**src/rtl/pwr_seq_pkg.sv**
```systemverilog
package pwr_seq_pkg;

  localparam int A_CMD  = 'h00;
  localparam int A_STAT = 'h04;
  localparam int A_ERR  = 'h08;
  localparam int A_CLK  = 'h18;
  localparam int A_RST  = 'h1C;
  localparam int A_ISO  = 'h20;
  localparam int A_PWR  = 'h24;
  localparam int A_ACK  = 'h28;

  typedef enum logic [3:0] {
    OP_NONE,
    OP_CLK_OFF,
    OP_ISO_ON,
    OP_RST_HOLD,
    OP_PWR_CUT,
    OP_PWR_RESTORE,
    OP_RST_FREE,
    OP_ISO_OFF,
    OP_CLK_ON
  } seq_op_t;

  typedef enum logic [3:0] {
    ST_IDLE,
    ST_DN_ISO,
    ST_DN_RST,
    ST_DN_PWR,
    ST_DN_ACK,
    ST_UP_ACK,
    ST_UP_ISO,
    ST_UP_CLK,
    ST_UP_FIN
  } seq_st_t;

  localparam logic [1:0] STAT_OFF = 2'd0;
  localparam logic [1:0] STAT_ON  = 2'd1;
  localparam logic [1:0] STAT_SEQ = 2'd2;
  localparam logic [1:0] STAT_ERR = 2'd3;

endpackage

```
**src/rtl/pwr_seq_sync.sv**
```systemverilog
module pwr_seq_sync #(
  parameter int W      = 7,
  parameter int STAGES = 2
) (
  input  logic         clk,
  input  logic         rst_n,
  input  logic [W-1:0] din,
  output logic [W-1:0] dout
);

  logic [W-1:0] stg_q [STAGES];

  always_ff @(posedge clk or negedge rst_n) begin
    if (!rst_n) stg_q[0] <= '0;
    else        stg_q[0] <= din;
  end

  for (genvar s = 1; s < STAGES; s++) begin : g_stage
    always_ff @(posedge clk or negedge rst_n) begin
      if (!rst_n) stg_q[s] <= '0;
      else        stg_q[s] <= stg_q[s-1];
    end
  end

  assign dout = stg_q[STAGES-1];

endmodule

```
**src/rtl/pwr_seq_fsm.sv**
```systemverilog
module pwr_seq_fsm
  import pwr_seq_pkg::*;
#(
  parameter int NUM_DOM    = 7,
  parameter int SETTLE_CYC = 500,
  parameter int OFF_LIMIT  = 1000,
  parameter int ON_LIMIT   = 10000,
  localparam int DOM_W     = (NUM_DOM > 1) ? $clog2(NUM_DOM) : 1,
  localparam int MAX_CNT   = (SETTLE_CYC > OFF_LIMIT) ?
                             ((SETTLE_CYC > ON_LIMIT) ? SETTLE_CYC : ON_LIMIT) :
                             ((OFF_LIMIT > ON_LIMIT) ? OFF_LIMIT : ON_LIMIT),
  localparam int CNT_W     = $clog2(MAX_CNT + 1)
) (
  input  logic               clk,
  input  logic               rst_n,
  input  logic               go,
  input  logic [DOM_W-1:0]   cmd_dom,
  input  logic               cmd_on,
  input  logic [NUM_DOM-1:0] ack_s,
  output logic               busy,
  output logic [DOM_W-1:0]   act_dom,
  output logic               act_on,
  output logic [DOM_W-1:0]   op_dom,
  output seq_op_t            op,
  output logic               err_set
);

  seq_st_t          st_q, st_d;
  logic [CNT_W-1:0] cnt_q, cnt_d;
  logic [DOM_W-1:0] dom_q, dom_d;
  logic             on_q, on_d;
  logic             settled;
  logic             ack_cur;

  assign settled = (cnt_q == CNT_W'(SETTLE_CYC - 1));
  assign ack_cur = ack_s[dom_q];

  always_comb begin
    st_d    = st_q;
    cnt_d   = cnt_q + 1'b1;
    dom_d   = dom_q;
    on_d    = on_q;
    op      = OP_NONE;
    err_set = 1'b0;
    unique case (st_q)
      ST_IDLE: begin
        cnt_d = '0;
        if (go) begin
          dom_d = cmd_dom;
          on_d  = cmd_on;
          op    = cmd_on ? OP_PWR_RESTORE : OP_CLK_OFF;
          st_d  = cmd_on ? ST_UP_ACK : ST_DN_ISO;
        end
      end
      ST_DN_ISO: if (settled) begin
        op = OP_ISO_ON;    st_d = ST_DN_RST; cnt_d = '0;
      end
      ST_DN_RST: if (settled) begin
        op = OP_RST_HOLD;  st_d = ST_DN_PWR; cnt_d = '0;
      end
      ST_DN_PWR: if (settled) begin
        op = OP_PWR_CUT;   st_d = ST_DN_ACK; cnt_d = '0;
      end
      ST_DN_ACK: begin
        if (ack_cur) begin
          st_d = ST_IDLE;
        end else if (cnt_q == CNT_W'(OFF_LIMIT - 1)) begin
          st_d = ST_IDLE; err_set = 1'b1;
        end
      end
      ST_UP_ACK: begin
        if (!ack_cur) begin
          op = OP_RST_FREE; st_d = ST_UP_ISO; cnt_d = '0;
        end else if (cnt_q == CNT_W'(ON_LIMIT - 1)) begin
          st_d = ST_IDLE; err_set = 1'b1;
        end
      end
      ST_UP_ISO: if (settled) begin
        op = OP_ISO_OFF;   st_d = ST_UP_CLK; cnt_d = '0;
      end
      ST_UP_CLK: if (settled) begin
        op = OP_CLK_ON;    st_d = ST_UP_FIN; cnt_d = '0;
      end
      ST_UP_FIN: if (settled) begin
        st_d = ST_IDLE;
      end
      default: st_d = ST_IDLE;
    endcase
  end

  always_ff @(posedge clk or negedge rst_n) begin
    if (!rst_n) begin
      st_q  <= ST_IDLE;
      cnt_q <= '0;
      dom_q <= '0;
      on_q  <= 1'b0;
    end else begin
      st_q  <= st_d;
      cnt_q <= cnt_d;
      dom_q <= dom_d;
      on_q  <= on_d;
    end
  end

  assign busy    = (st_q != ST_IDLE);
  assign act_dom = dom_q;
  assign act_on  = on_q;
  assign op_dom  = busy ? dom_q : cmd_dom;

endmodule

```
**src/rtl/pwr_seq_regs.sv**
```systemverilog
module pwr_seq_regs
  import pwr_seq_pkg::*;
#(
  parameter int NUM_DOM = 7,
  parameter int ADDR_W  = 8,
  parameter int DATA_W  = 32,
  localparam int DOM_W  = (NUM_DOM > 1) ? $clog2(NUM_DOM) : 1
) (
  input  logic               clk,
  input  logic               rst_n,
  input  logic               wr_en,
  input  logic [ADDR_W-1:0]  addr,
  input  logic [DATA_W-1:0]  wdata,
  output logic [DATA_W-1:0]  rdata,
  input  logic               busy,
  input  logic [DOM_W-1:0]   act_dom,
  input  logic [DOM_W-1:0]   op_dom,
  input  seq_op_t            op,
  input  logic               err_set,
  input  logic [NUM_DOM-1:0] ack_s,
  output logic [NUM_DOM-1:0] clk_q,
  output logic [NUM_DOM-1:0] iso_q,
  output logic [NUM_DOM-1:0] rel_q,
  output logic [NUM_DOM-1:0] pwr_q,
  output logic [NUM_DOM-1:0] err_q
);

  logic [NUM_DOM-1:0] clk_d, iso_d, rel_d, pwr_d, err_d;
  logic [NUM_DOM-1:0] own, wv;
  logic               wr_clk, wr_rst, wr_iso, wr_pwr, wr_err;
  logic [DATA_W-1:0]  stat_w;

  assign wv     = wdata[NUM_DOM-1:0];
  assign wr_clk = wr_en && (addr == ADDR_W'(A_CLK));
  assign wr_rst = wr_en && (addr == ADDR_W'(A_RST));
  assign wr_iso = wr_en && (addr == ADDR_W'(A_ISO));
  assign wr_pwr = wr_en && (addr == ADDR_W'(A_PWR));
  assign wr_err = wr_en && (addr == ADDR_W'(A_ERR));

  always_comb begin
    own = '0;
    if (busy) own[act_dom] = 1'b1;
  end

  always_comb begin
    clk_d = clk_q;
    iso_d = iso_q;
    rel_d = rel_q;
    pwr_d = pwr_q;
    err_d = err_q;
    if (wr_clk) clk_d = (wv & ~own) | (clk_q & own);
    if (wr_rst) rel_d = (wv & ~own) | (rel_q & own);
    if (wr_iso) iso_d = (wv & ~own) | (iso_q & own);
    if (wr_pwr) pwr_d = (wv & ~own) | (pwr_q & own);
    if (wr_err) err_d = err_q & ~wv;
    unique case (op)
      OP_CLK_OFF:     clk_d[op_dom] = 1'b0;
      OP_ISO_ON:      iso_d[op_dom] = 1'b1;
      OP_RST_HOLD:    rel_d[op_dom] = 1'b0;
      OP_PWR_CUT:     pwr_d[op_dom] = 1'b1;
      OP_PWR_RESTORE: pwr_d[op_dom] = 1'b0;
      OP_RST_FREE:    rel_d[op_dom] = 1'b1;
      OP_ISO_OFF:     iso_d[op_dom] = 1'b0;
      OP_CLK_ON:      clk_d[op_dom] = 1'b1;
      default: ;
    endcase
    if (err_set) err_d[op_dom] = 1'b1;
  end

  always_ff @(posedge clk or negedge rst_n) begin
    if (!rst_n) begin
      clk_q <= '1;
      iso_q <= '0;
      rel_q <= '1;
      pwr_q <= '0;
      err_q <= '0;
    end else begin
      clk_q <= clk_d;
      iso_q <= iso_d;
      rel_q <= rel_d;
      pwr_q <= pwr_d;
      err_q <= err_d;
    end
  end

  always_comb begin
    stat_w = '0;
    for (int d = 0; d < NUM_DOM; d++) begin
      if (err_q[d])                              stat_w[2*d +: 2] = STAT_ERR;
      else if (own[d])                           stat_w[2*d +: 2] = STAT_SEQ;
      else if (clk_q[d] && rel_q[d] && !iso_q[d] && !pwr_q[d])
                                                 stat_w[2*d +: 2] = STAT_ON;
      else                                       stat_w[2*d +: 2] = STAT_OFF;
    end
    stat_w[DATA_W-1] = busy;
  end

  always_comb begin
    rdata = '0;
    unique case (addr)
      ADDR_W'(A_STAT): rdata = stat_w;
      ADDR_W'(A_ERR):  rdata[NUM_DOM-1:0] = err_q;
      ADDR_W'(A_CLK):  rdata[NUM_DOM-1:0] = clk_q;
      ADDR_W'(A_RST):  rdata[NUM_DOM-1:0] = rel_q;
      ADDR_W'(A_ISO):  rdata[NUM_DOM-1:0] = iso_q;
      ADDR_W'(A_PWR):  rdata[NUM_DOM-1:0] = pwr_q;
      ADDR_W'(A_ACK):  rdata[NUM_DOM-1:0] = ack_s;
      default:         rdata = '0;
    endcase
  end

endmodule

```
**src/rtl/pwr_seq_ctrl.sv**
```systemverilog
module pwr_seq_ctrl
  import pwr_seq_pkg::*;
#(
  parameter int NUM_DOM   = 7,
  parameter int ADDR_W    = 8,
  parameter int DATA_W    = 32,
  parameter int CLK_MHZ   = 100,
  parameter int SETTLE_US = 5,
  parameter int OFF_LIMIT = 1000,
  parameter int ON_LIMIT  = 10000,
  localparam int DOM_W    = (NUM_DOM > 1) ? $clog2(NUM_DOM) : 1,
  localparam int SETTLE_CYC = CLK_MHZ * SETTLE_US
) (
  input  logic               clk,
  input  logic               rst_n,
  input  logic               wr_en,
  input  logic [ADDR_W-1:0]  addr,
  input  logic [DATA_W-1:0]  wdata,
  output logic [DATA_W-1:0]  rdata,
  output logic [NUM_DOM-1:0] dom_clk_en,
  output logic [NUM_DOM-1:0] dom_iso_en,
  output logic [NUM_DOM-1:0] dom_rst_n,
  output logic [NUM_DOM-1:0] dom_pwr_dn,
  input  logic [NUM_DOM-1:0] dom_pwr_ack,
  output logic               seq_busy
);

  logic [NUM_DOM-1:0] ack_s;
  logic [NUM_DOM-1:0] err_vec;
  logic               cmd_wr, cmd_ok, go;
  logic [DOM_W-1:0]   act_dom, op_dom;
  logic               act_on, err_set;
  seq_op_t            op;

  assign cmd_wr = wr_en && (addr == ADDR_W'(A_CMD));
  assign cmd_ok = (int'(wdata[3:0]) < NUM_DOM);
  assign go     = cmd_wr && cmd_ok && !seq_busy;

  pwr_seq_sync #(.W(NUM_DOM), .STAGES(2)) ack_sync_i (
    .clk  (clk),
    .rst_n(rst_n),
    .din  (dom_pwr_ack),
    .dout (ack_s)
  );

  pwr_seq_fsm #(
    .NUM_DOM   (NUM_DOM),
    .SETTLE_CYC(SETTLE_CYC),
    .OFF_LIMIT (OFF_LIMIT),
    .ON_LIMIT  (ON_LIMIT)
  ) fsm_i (
    .clk    (clk),
    .rst_n  (rst_n),
    .go     (go),
    .cmd_dom(wdata[DOM_W-1:0]),
    .cmd_on (wdata[8]),
    .ack_s  (ack_s),
    .busy   (seq_busy),
    .act_dom(act_dom),
    .act_on (act_on),
    .op_dom (op_dom),
    .op     (op),
    .err_set(err_set)
  );

  pwr_seq_regs #(
    .NUM_DOM(NUM_DOM),
    .ADDR_W (ADDR_W),
    .DATA_W (DATA_W)
  ) regs_i (
    .clk    (clk),
    .rst_n  (rst_n),
    .wr_en  (wr_en),
    .addr   (addr),
    .wdata  (wdata),
    .rdata  (rdata),
    .busy   (seq_busy),
    .act_dom(act_dom),
    .op_dom (op_dom),
    .op     (op),
    .err_set(err_set),
    .ack_s  (ack_s),
    .clk_q  (dom_clk_en),
    .iso_q  (dom_iso_en),
    .rel_q  (dom_rst_n),
    .pwr_q  (dom_pwr_dn),
    .err_q  (err_vec)
  );

endmodule

```
**config.mk**
```make
export PLATFORM = sky130hd
export DESIGN_NAME = pwr_seq_ctrl
export DESIGN_NICKNAME = d
export VERILOG_FILES = /design/src/rtl/pwr_seq_pkg.sv /design/src/rtl/pwr_seq_sync.sv /design/src/rtl/pwr_seq_fsm.sv /design/src/rtl/pwr_seq_regs.sv /design/src/rtl/pwr_seq_ctrl.sv
export SDC_FILE = /design/constraint.sdc
export NUM_CORES = 1
export LEC_CHECK = 0
export BUFFER_PORTS_ARGS = -buffer_cell sky130_fd_sc_hd__buf_4
export CAP_MARGIN = 20
export CORE_AREA = 8 8 106 108
export DETAILED_ROUTE_END_ITERATION = 10
export DIE_AREA = 0 0 114 116
export GPL_ROUTABILITY_DRIVEN = 0
export PLACE_DENSITY = 0.75
export SYNTH_ARGS = -nofsm -noshare
export SYNTH_HDL_FRONTEND = slang
export SYNTH_HIERARCHICAL = 1
export SYNTH_SLANG_ARGS = --single-unit
```
**constraint.sdc**
```tcl
create_clock -name clk -period 4.4 [get_ports clk]
set_input_delay 0.22 -clock clk [delete_from_list [all_inputs] [get_ports clk]]
set_output_delay 0.22 -clock clk [all_outputs]
set_load 0.01 [all_outputs]
```
==> flow_metrics.py, run 1 <==
metrics = {
    "timing": {
        "hold_viol": 7,
        "setup-tns-final_ns": 0,
        "whs_ns": -0.0313,
        "max_freq_ghz": 0.270,
        "worst_slew_pin_slew_ns": 1.23,
        "finalClockSkew_ns": 0.0142,
        "drv_slew": 0,
        "slew_headroom": 0.167,
        "rsz0062_at_grt": "no",
        "setup_viol": 0,
        "min_period_ns": 3.70,
        "fin_crit_sh": 0.841,
    },
    "power": {
        "peakVddDrop_mv": 0.172,
        "leakage_nw": 2.42,
        "power_w": 0.00140,
        "power_density_nw_per_um2": 256,
        "pwr-share-comb": 0.098,
        "p_sw_w": 0.000358,
        "p_sw_frac": 0.256,
        "pwr-share-seq": 0.488,
        "power_frac_clock": 0.414,
        "internal_power_w": 0.00104,
    },
    "route": {
        "vias": 4391,
        "drt-wirelength-per-cell_um": 19.9,
        "post-route-drc-count": 0,
        "wl_um": 14100,
        "firstDrtPassIters": 5,
        "drt_iter0_markers": 458,
        "ant_nets": 0,
        "vias_per_cell": 6.18,
    },
    "cts": {
        "post-cts-setup-buffer-count": 0,
        "clk_latency_ns": 0.35,
        "clockBufferDepth": 2,
        "cts-root-buf": "clkbuf_8",
        "postCtsResizedCells": 0,
        "numCtsBuffers": 9,
        "tritoncts": "done",
        "clk_pin_slew_ns": 0.09,
        "cts_max_level": 3,
        "cts.sinks": 70,
    },
    "critical_path": {
        "path_max_fanout": 14,
        "critPathArrivalTime_ns": 3.91,
        "reg2reg_depth": 11,
        "slowest_stage": "nor4_2",
        "crit_chain": "nor4_2 > inv_1 > or3_1 > a311oi_2 > nand3_1 > o21ai_0 > a31o_2 > nor2b_1 > nand3_1 > o2111ai_1 > o211ai_1",
        "reg2reg_setup_slack_ns": 0.70,
        "critPathCaptureType": "flip-flop",
        "cp_common_cell": "nand3_1",
        "r2r_end": "regs_i/iso_q[2]$_DFF_PN0_",
        "setup.worst_path.start_class": "flip-flop",
        "r2r_start": "fsm_i/st_q[0]$_DFFE_PN0P_",
        "cpPeakStageDelay_ns": 0.54,
        "critical_path_required_ns": 4.60,
        "crit_type": "flip-flop to flip-flop",
    },
    "min_path": {
        "hold_class": "input port to async pin",
    },
    "finish": {
        "fin_nets": 623,
        "drive_above_1_share": 0.217,
        "area_growth_pct": 15.8,
        "final_cell_area_um2": 5470,
        "fin_util": 0.573,
        "diodes": 0,
    },
    "placement": {
        "io_buffers": 69,
        "place_area_um2": 5180,
        "dp_hpwl_um": 9940,
    },
    "synthesis": {
        "avgSynthCellArea_um2": 9.17,
        "netlist_area_um2": 4720,
        "synth_warnings": 6,
        "syn-instance-count": 515,
    },
    "status": {
        "violations": "negative hold slack",
        "status": "finished with violations",
    },
    "floorplan": {
        "placeableCoreArea_um2": 9550,
        "dieArea_um2": 13200,
        "chipWidth_um": 114,
        "fp.dieH_um": 116,
        "rows": 36,
        "num_io_pins": 111,
        "start_util": 0.494,
    },
    "global_route": {
        "grt_overflow": 0,
        "antenna_found_initial": 0,
        "grt_pass1_vias": 4205,
        "grt_pass1_wl_um": 22700,
        "grt.total_usage": 0.218,
        "grt_start_max_net_pins": 71,
    },
    "run": {
        "cap_violations": 0,
    },
}
-- repair_timing --
action                                  4_1_cts  5_1_grt
endpoints found under the hold margin         7        0
endpoints found under the setup margin        0        0
hold buffers                                  7        0
-- cells in the final DEF, fill, tap and decap left out, types with 8 or more instances in the layout --
cell type	instances
o21ai_0	8
nor2b_1	11
nor2_1	61
nand3_1	12
nand2_1	44
conb_1	17
clkbuf_8	9
nand4_1	32
and3_1	8
xnor2_1	9
buf_4	72
dfstp_2	14
inv_1	12
a21oi_1	17
nand3b_1	10
dfrtp_1	56
o22ai_1	29
mux2i_1	37
-- flip-flops by register name, summed over array words and instances, names as in the netlist --
name	cells
fsm_i/st_q	4
regs_i/clk_q	7
ack_sync_i/stg_q	7
fsm_i/cnt_q	14
regs_i/pwr_q	7
regs_i/iso_q	7
regs_i/rel_q	7
fsm_i/act_dom	3
regs_i/err_q	7
ack_sync_i/dout	7
-- how the worst max path moves through the flow --
stage                                      to                      start  slack [ns]
floorplan           regs_i/iso_q[2]$_DFF_PN0_  fsm_i/st_q[1]$_DFFE_PN0P_        1.31
global route        regs_i/iso_q[2]$_DFF_PN0_  fsm_i/st_q[0]$_DFFE_PN0P_        0.43
global placement    regs_i/iso_q[2]$_DFF_PN0_  fsm_i/st_q[0]$_DFFE_PN0P_        0.91
CTS                 regs_i/iso_q[2]$_DFF_PN0_  fsm_i/st_q[0]$_DFFE_PN0P_        0.74
detailed placement  regs_i/iso_q[2]$_DFF_PN0_  fsm_i/st_q[0]$_DFFE_PN0P_        0.78
finish              regs_i/iso_q[2]$_DFF_PN0_  fsm_i/st_q[0]$_DFFE_PN0P_        0.70
-- metal layers --
layer | global-route usage | share of wire
met1 | 0.261 | 0.38
met2 | 0.358 | 0.47
met3 | 0.0657 | 0.11
met4 | 0.0958 | 0.037
met5 | 0 | 0
-- stage by stage --
stage	setup WS, ns	instances
3_5_place_dp	0.776	687
4_1_cts	0.739	710
6_report	0.698	710
3_3_place_gp	0.905	687
2_1_floorplan	1.31	531
5_1_grt	0.434	710
-- critical path, delay by kind of cell, from the launching register on --
kind / cells / cell delay (ns)
flops: 1 / 0.52
compound gates: 5 / 1.02
simple gates: 5 / 1.69
buf+inv: 1 / 0.32
-- power by group through the flow --
stage	clock network (W)	logic (W)	registers, W
final	0.000579	0.000136	0.000682
after global routing	0.000621	0.000147	0.000684
after CTS	0.000591	0.000135	0.000681
after detailed placement	0	0.000130	0.000693
after global placement	0	0.000127	0.000692
after floorplan	0	0.0000704	0.000691
-- cell type report --
type	instances	area [um2]
clock inverters	7	96.3
clock buffers	9	124
flip-flops and latches	70	1770
multi-input cells	398	2650
repair buffers	79	611
well taps	133	166
fillers	849	4080
inverters	14	52.6
Power figures use the tool's default switching activity.
==> inputs of run 2 (changes only) <==
--- a/config.mk
+++ b/config.mk
@@ -7,11 +7,11 @@
 export LEC_CHECK = 0
 export BUFFER_PORTS_ARGS = -buffer_cell sky130_fd_sc_hd__buf_4
 export CAP_MARGIN = 20
-export CORE_AREA = 8 8 106 108
+export CORE_AREA = 8 8 107 109
 export DETAILED_ROUTE_END_ITERATION = 10
-export DIE_AREA = 0 0 114 116
+export DIE_AREA = 0 0 115 117
 export GPL_ROUTABILITY_DRIVEN = 0
-export PLACE_DENSITY = 0.75
+export PLACE_DENSITY = 0.77
 export SYNTH_ARGS = -nofsm -noshare
 export SYNTH_HDL_FRONTEND = slang
 export SYNTH_HIERARCHICAL = 1
==> constraint.sdc (replaced) <==
create_clock -name clk -period 3 [get_ports clk]
set_input_delay 0.15 -clock clk [delete_from_list [all_inputs] [get_ports clk]]
set_output_delay 0.15 -clock clk [all_outputs]
set_load 0.01 [all_outputs]
==> run 2 against run 1 <==
  * Critical path depth stayed put
  * The flow now finishes without violations
  * Sequential cell count unchanged
  * Power is 43% higher
  * Clock power up 38%
  * Cell count grew 2.5%
  * Sequential share of layout area shrank 0.70 points
  * First-iteration DRC count is 16% higher
  * Combinational power grew 52%
==> flow_metrics.py, run 2 (synthesized netlist as in run 1, its figures left out) <==
metrics = {
    "status": {
        "status": "completed",
    },
    "route": {
        "ant_nets": 0,
        "wl_um": 14500,
        "drt-wirelength-per-cell_um": 19.9,
        "vias_per_cell": 6.14,
        "drt_iter0_markers": 529,
        "post-route-drc-count": 0,
        "firstDrtPassIters": 5,
        "vias": 4472,
    },
    "timing": {
        "max_freq_ghz": 0.349,
        "fin_crit_sh": 0.956,
        "drv_slew": 0,
        "finalClockSkew_ns": 0.0118,
        "setup-tns-final_ns": 0,
        "whs_ns": 0.107,
        "rsz0062_at_grt": "yes",
        "hold_viol": 0,
        "slew_headroom": 0.361,
        "setup_viol": 0,
        "min_period_ns": 2.87,
        "worst_slew_pin_slew_ns": 0.956,
    },
    "cts": {
        "cts_max_level": 3,
        "cts.sinks": 70,
        "numCtsBuffers": 9,
        "tritoncts": "done",
        "post-cts-setup-buffer-count": 0,
        "clk_pin_slew_ns": 0.08,
        "clk_latency_ns": 0.37,
        "cts-root-buf": "clkbuf_8",
        "clockBufferDepth": 2,
    },
    "floorplan": {
        "placeableCoreArea_um2": 9910,
        "dieArea_um2": 13500,
        "fp.dieH_um": 117,
        "start_util": 0.477,
        "rows": 37,
        "chipWidth_um": 115,
        "num_io_pins": 111,
    },
    "critical_path": {
        "cp_top_family": "simple AND/OR/NAND/NOR gates",
        "cpPeakStageDelay_ns": 0.41,
        "crit_type": "flip-flop to flip-flop",
        "cp_common_cell": "nand2_1",
        "critPathCaptureType": "flip-flop",
        "critical_path_required_ns": 3.22,
        "slowest_stage": "dfrtp_1",
        "crit_chain": "nor4_4 > inv_2 > or3_1 > a311oi_2 > buf_4 > nand2_1 > o21ai_2 > nor2b_1 > nand2_1 > nor2_1 > o22ai_1",
        "path_max_fanout": 7,
        "setup.worst_path.start_class": "flip-flop",
        "critPathArrivalTime_ns": 3.09,
        "worstPathBufferInverterCount": 2,
    },
    "power": {
        "p_sw_frac": 0.267,
        "power_frac_clock": 0.398,
        "internal_power_w": 0.00147,
        "power_density_nw_per_um2": 359,
        "leakage_nw": 2.48,
        "pwr-share-seq": 0.499,
        "pwr-share-comb": 0.103,
        "p_sw_w": 0.000534,
        "peakVddDrop_mv": 0.244,
    },
    "finish": {
        "fin_nets": 638,
        "drive_above_1_share": 0.240,
        "multi_input_comb_area_um2": 2670,
        "final_common_cell": "buf_4",
        "area_growth_pct": 18.4,
        "mostFrequentLayoutCells": "86 x buf_4, 61 x nor2_1, 56 x dfrtp_1",
        "seq_area_um2": 1770,
        "largest_reg_flops": 14,
        "fillers": 903,
        "largest_register": "fsm_i/cnt_q",
        "diodes": 0,
    },
    "global_route": {
        "antenna_found_initial": 0,
        "grt.total_usage": 0.213,
        "grt_pass1_vias": 4284,
        "grt_overflow": 0,
        "grt_pass1_wl_um": 22100,
        "grt_start_max_net_pins": 71,
    },
    "placement": {
        "io_buffers": 69,
        "dp_hpwl_um": 10200,
    },
    "min_path": {
        "hold_class": "input port to flip-flop",
    },
    "run": {
        "cap_violations": 0,
    },
}
run 2: cell type report:
cell class | instances | share of cell area
tap | 136 | 0.0304
inverter | 14 | 0.00940
multi-input combinational | 398 | 0.477
clock inverter | 6 | 0.0123
clock buffer | 10 | 0.0246
timing repair buffer | 94 | 0.130
sequential | 70 | 0.316
run 2: metrics by stage:
step	total power [W]	cell area [um2]	setup WS, ns	cells	util
floorplan	0.00112	4790	0.0866	531	-
global placement	0.00121	5300	0.180	704	0.535
detailed placement	0.00121	5300	0.132	704	0.535
CTS	0.00202	5580	0.103	728	0.564
global route	0.00208	5590	-0.0369	728	0.564
finish	0.00200	5590	0.132	728	0.564
run 2: worst register-to-register path, delay by kind of cell (launching register included):
kind | cells | cell delay (ns)
simple gates | 6 | 1.52
compound gates | 3 | 0.58
flops | 1 | 0.41
buf+inv | 2 | 0.23
run 2: power groups by stage:
stage	Clock (W)	Combinational [W]	Sequential [W]
6_report	0.000797	0.000207	0.00100
5_1_grt	0.000860	0.000220	0.00100
4_1_cts	0.000819	0.000204	0.00100
3_5_place_dp	0	0.000195	0.00102
3_3_place_gp	0	0.000191	0.00102
2_1_floorplan	0	0.000103	0.00101
run 2: what timing repair did:
item / 4_1_cts / 5_1_grt
gates resized for setup: 0 / 2
endpoints found under the setup margin: 0 / 10
hold endpoints to repair: 63 / 0
hold buffers: 8 / 0
run 2: path summary, 6_finish.rpt:
| kind | startpoint | endpoint | slack [ns] | depth (start not counted) |
|---|---|---|---|---|
| setup / recovery | fsm_i/st_q[1]$_DFFE_PN0P_ | regs_i/pwr_q[3]$_DFF_PN0_ | 0.13 | 11 |
| hold / removal | wdata[4] | regs_i/err_q[4]$_DFF_PN0_ | 0.11 | 3 |
| max in group asynchronous | rst_n | fsm_i/cnt_q[13]$_DFF_PN0_ | 1.97 | 2 |
| hold reg to reg | ack_sync_i/stg_q[10]$_DFF_PN0_ | ack_sync_i/dout[3]$_DFF_PN0_ | 0.35 | 0 |
| min in group asynchronous | rst_n | regs_i/pwr_q[6]$_DFF_PN0_ | 0.45 | 2 |
| setup reg to reg | fsm_i/st_q[1]$_DFFE_PN0P_ | regs_i/pwr_q[3]$_DFF_PN0_ | 0.13 | 11 |
run 2: routing by layer:
metal,global-route usage,share of wire,up-vias,wire (um)
li1,-,-,2017,-
met4,0.123,0.041,0,587
met3,0.0713,0.12,58,1690
met1,0.252,0.38,2117,5540
met2,0.335,0.46,280,6650
met5,0,0,-,0
==> inputs of run 3 (changes only) <==
--- a/config.mk
+++ b/config.mk
@@ -12,6 +12,7 @@
 export DIE_AREA = 0 0 115 117
 export GPL_ROUTABILITY_DRIVEN = 0
 export PLACE_DENSITY = 0.77
+export RECOVER_POWER = 50
 export SYNTH_ARGS = -nofsm -noshare
 export SYNTH_HDL_FRONTEND = slang
 export SYNTH_HIERARCHICAL = 1
==> run 3 against run 2 <==
  * The flow now finishes with violations (max-capacitance violations, max-slew violations)
  * Utilization shrank 0.56 points
  * Wire length grew 0.28%
  * First-iteration DRC count shrank 11%
  * Sequential power is essentially flat
  * Cell count is the same
  * Clock power is essentially flat
  * Worst setup slack lost 0.0041 ns
  * Die area is the same
  * Global-route usage is the same
  * Sequential share of layout area grew 0.31 points
  * Via count grew 0.63%
  * Largest cell class unchanged
  * Largest power group unchanged
==> flow_metrics.py, run 3 (synthesized netlist as in run 1, its figures left out) <==
metrics = {
    "placement": {
        "place_area_um2": 5300,
        "place_ws_ns": 0.132,
        "io_buffers": 69,
        "dp_hpwl_um": 10200,
    },
    "finish": {
        "fin_util": 0.559,
        "fin_nets": 638,
        "fillers": 916,
        "mostFrequentLayoutCells": "64 x buf_4, 61 x nor2_1, 56 x dfrtp_1",
        "drive_above_1_share": 0.216,
        "final_cell_area_um2": 5540,
        "largest_register": "fsm_i/cnt_q",
        "seq_area_um2": 1770,
        "diodes": 0,
        "final_common_cell": "buf_4",
        "multi_input_comb_area_um2": 2670,
        "area_growth_pct": 17.2,
        "largest_reg_flops": 14,
    },
    "global_route": {
        "grt_pass1_vias": 4284,
        "grt_pass1_wl_um": 22100,
        "grt_start_max_net_pins": 71,
        "grt_overflow": 0,
        "grt.total_usage": 0.213,
        "antenna_found_initial": 0,
    },
    "power": {
        "power_frac_clock": 0.399,
        "pwr-share-seq": 0.501,
        "power_density_nw_per_um2": 361,
        "peakVddDrop_mv": 0.244,
        "p_sw_w": 0.000534,
        "leakage_nw": 2.42,
        "p_sw_frac": 0.267,
        "pwr-share-comb": 0.100,
        "internal_power_w": 0.00146,
    },
    "route": {
        "ant_nets": 0,
        "wl_um": 14500,
        "vias": 4500,
        "vias_per_cell": 6.18,
        "drt-wirelength-per-cell_um": 19.9,
        "drt_iter0_markers": 470,
        "firstDrtPassIters": 5,
        "post-route-drc-count": 0,
    },
    "cts": {
        "cts.sinks": 70,
        "numCtsBuffers": 9,
        "cts-root-buf": "clkbuf_8",
        "tritoncts": "done",
        "clk_latency_ns": 0.37,
        "post-cts-setup-buffer-count": 0,
        "cts_max_level": 3,
        "clk_pin_slew_ns": 0.08,
        "clockBufferDepth": 2,
    },
    "timing": {
        "finalClockSkew_ns": 0.00846,
        "rsz0062_at_grt": "yes",
        "setup_ws_ns": 0.128,
        "setup_viol": 0,
        "fin_crit_sh": 0.957,
        "max_freq_ghz": 0.348,
        "worst_slew_pin_slew_ns": 1.75,
        "min_period_ns": 2.87,
        "whs_ns": 0.107,
        "drv_slew": 71,
        "hold_viol": 0,
        "slew_headroom": -0.164,
    },
    "run": {
        "cap_violations": 1,
    },
    "critical_path": {
        "path_max_fanout": 7,
        "crit_type": "flip-flop to flip-flop",
        "crit_chain": "nor4_4 > inv_2 > or3_1 > a311oi_2 > buf_4 > nand2_1 > o21ai_2 > nor2b_1 > nand2_1 > nor2_1 > o22ai_1",
        "critPathArrivalTime_ns": 3.10,
        "cp_top_family": "simple AND/OR/NAND/NOR gates",
        "critPathCaptureType": "flip-flop",
        "setup.worst_path.start_class": "flip-flop",
        "critical_path_required_ns": 3.22,
        "cp_common_cell": "nand2_1",
        "worstPathBufferInverterCount": 2,
        "cpPeakStageDelay_ns": 0.41,
        "slowest_stage": "dfrtp_1",
    },
    "floorplan": {
        "start_util": 0.477,
        "dieArea_um2": 13500,
        "fp.dieH_um": 117,
        "placeableCoreArea_um2": 9910,
        "chipWidth_um": 115,
        "rows": 37,
        "num_io_pins": 111,
    },
    "min_path": {
        "hold_class": "input port to flip-flop",
    },
    "status": {
        "status": "finished with violations",
        "violations": "max-capacitance violations, max-slew violations",
    },
}
==> run 3: repair_timing <==
item | 4_1_cts | 5_1_grt
endpoints found under the hold margin | 63 | 0
resized for setup | 0 | 2
setup endpoints to repair | 0 | 10
hold buffers | 8 | 0
==> run 3: worst min-delay path: stages <==
cell,delay (ns)
buf_4,0.13
nand2_1,0.05
a22o_1,0.11
==> run 3: final timing paths <==
kind	endpoint	slack [ns]	cells after the start	start
max in group asynchronous	fsm_i/cnt_q[13]$_DFF_PN0_	1.18	2	rst_n
max	regs_i/pwr_q[3]$_DFF_PN0_	0.13	11	fsm_i/st_q[1]$_DFFE_PN0P_
min in group asynchronous	regs_i/pwr_q[6]$_DFF_PN0_	0.79	2	rst_n
max reg2reg	regs_i/pwr_q[3]$_DFF_PN0_	0.13	11	fsm_i/st_q[1]$_DFFE_PN0P_
min reg2reg	ack_sync_i/dout[3]$_DFF_PN0_	0.35	0	ack_sync_i/stg_q[10]$_DFF_PN0_
min	regs_i/err_q[4]$_DFF_PN0_	0.11	3	wdata[4]
==> run 3: area by class of cell <==
type	count	share of cell area
clock buffer	10	0.0249
clock inverter	6	0.0124
inverter	14	0.00949
multi-input combinational	398	0.482
sequential	70	0.320
tap	136	0.0307
timing repair buffer	94	0.121
==> run 3: metrics by stage <==
| step | setup TNS (ns) | power [W] | std cells |
|---|---|---|---|
| finish | 0 | 0.00200 | 728 |
| detailed placement | 0 | 0.00121 | 704 |
| floorplan | 0 | 0.00112 | 531 |
| global placement | 0 | 0.00121 | 704 |
| CTS | 0 | 0.00202 | 728 |
| global route | -0.145 | 0.00208 | 728 |
==> run 3: power by group through the flow <==
stage	combinational (W)	clock (W)	sequential, W
floorplan	0.000103	0	0.00101
global placement	0.000191	0	0.00102
detailed placement	0.000195	0	0.00102
CTS	0.000204	0.000819	0.00100
global route	0.000213	0.000860	0.00100
finish	0.000199	0.000797	0.00100
==> run 3: metal layers <==
| layer | routed length, um | track usage | vias to the layer above |
|---|---|---|---|
| li1 | - | - | 2022 |
| met1 | 5550 | 0.252 | 2099 |
| met2 | 6540 | 0.335 | 301 |
| met3 | 1710 | 0.0713 | 78 |
| met4 | 711 | 0.123 | 0 |
| met5 | 0 | 0 | - |
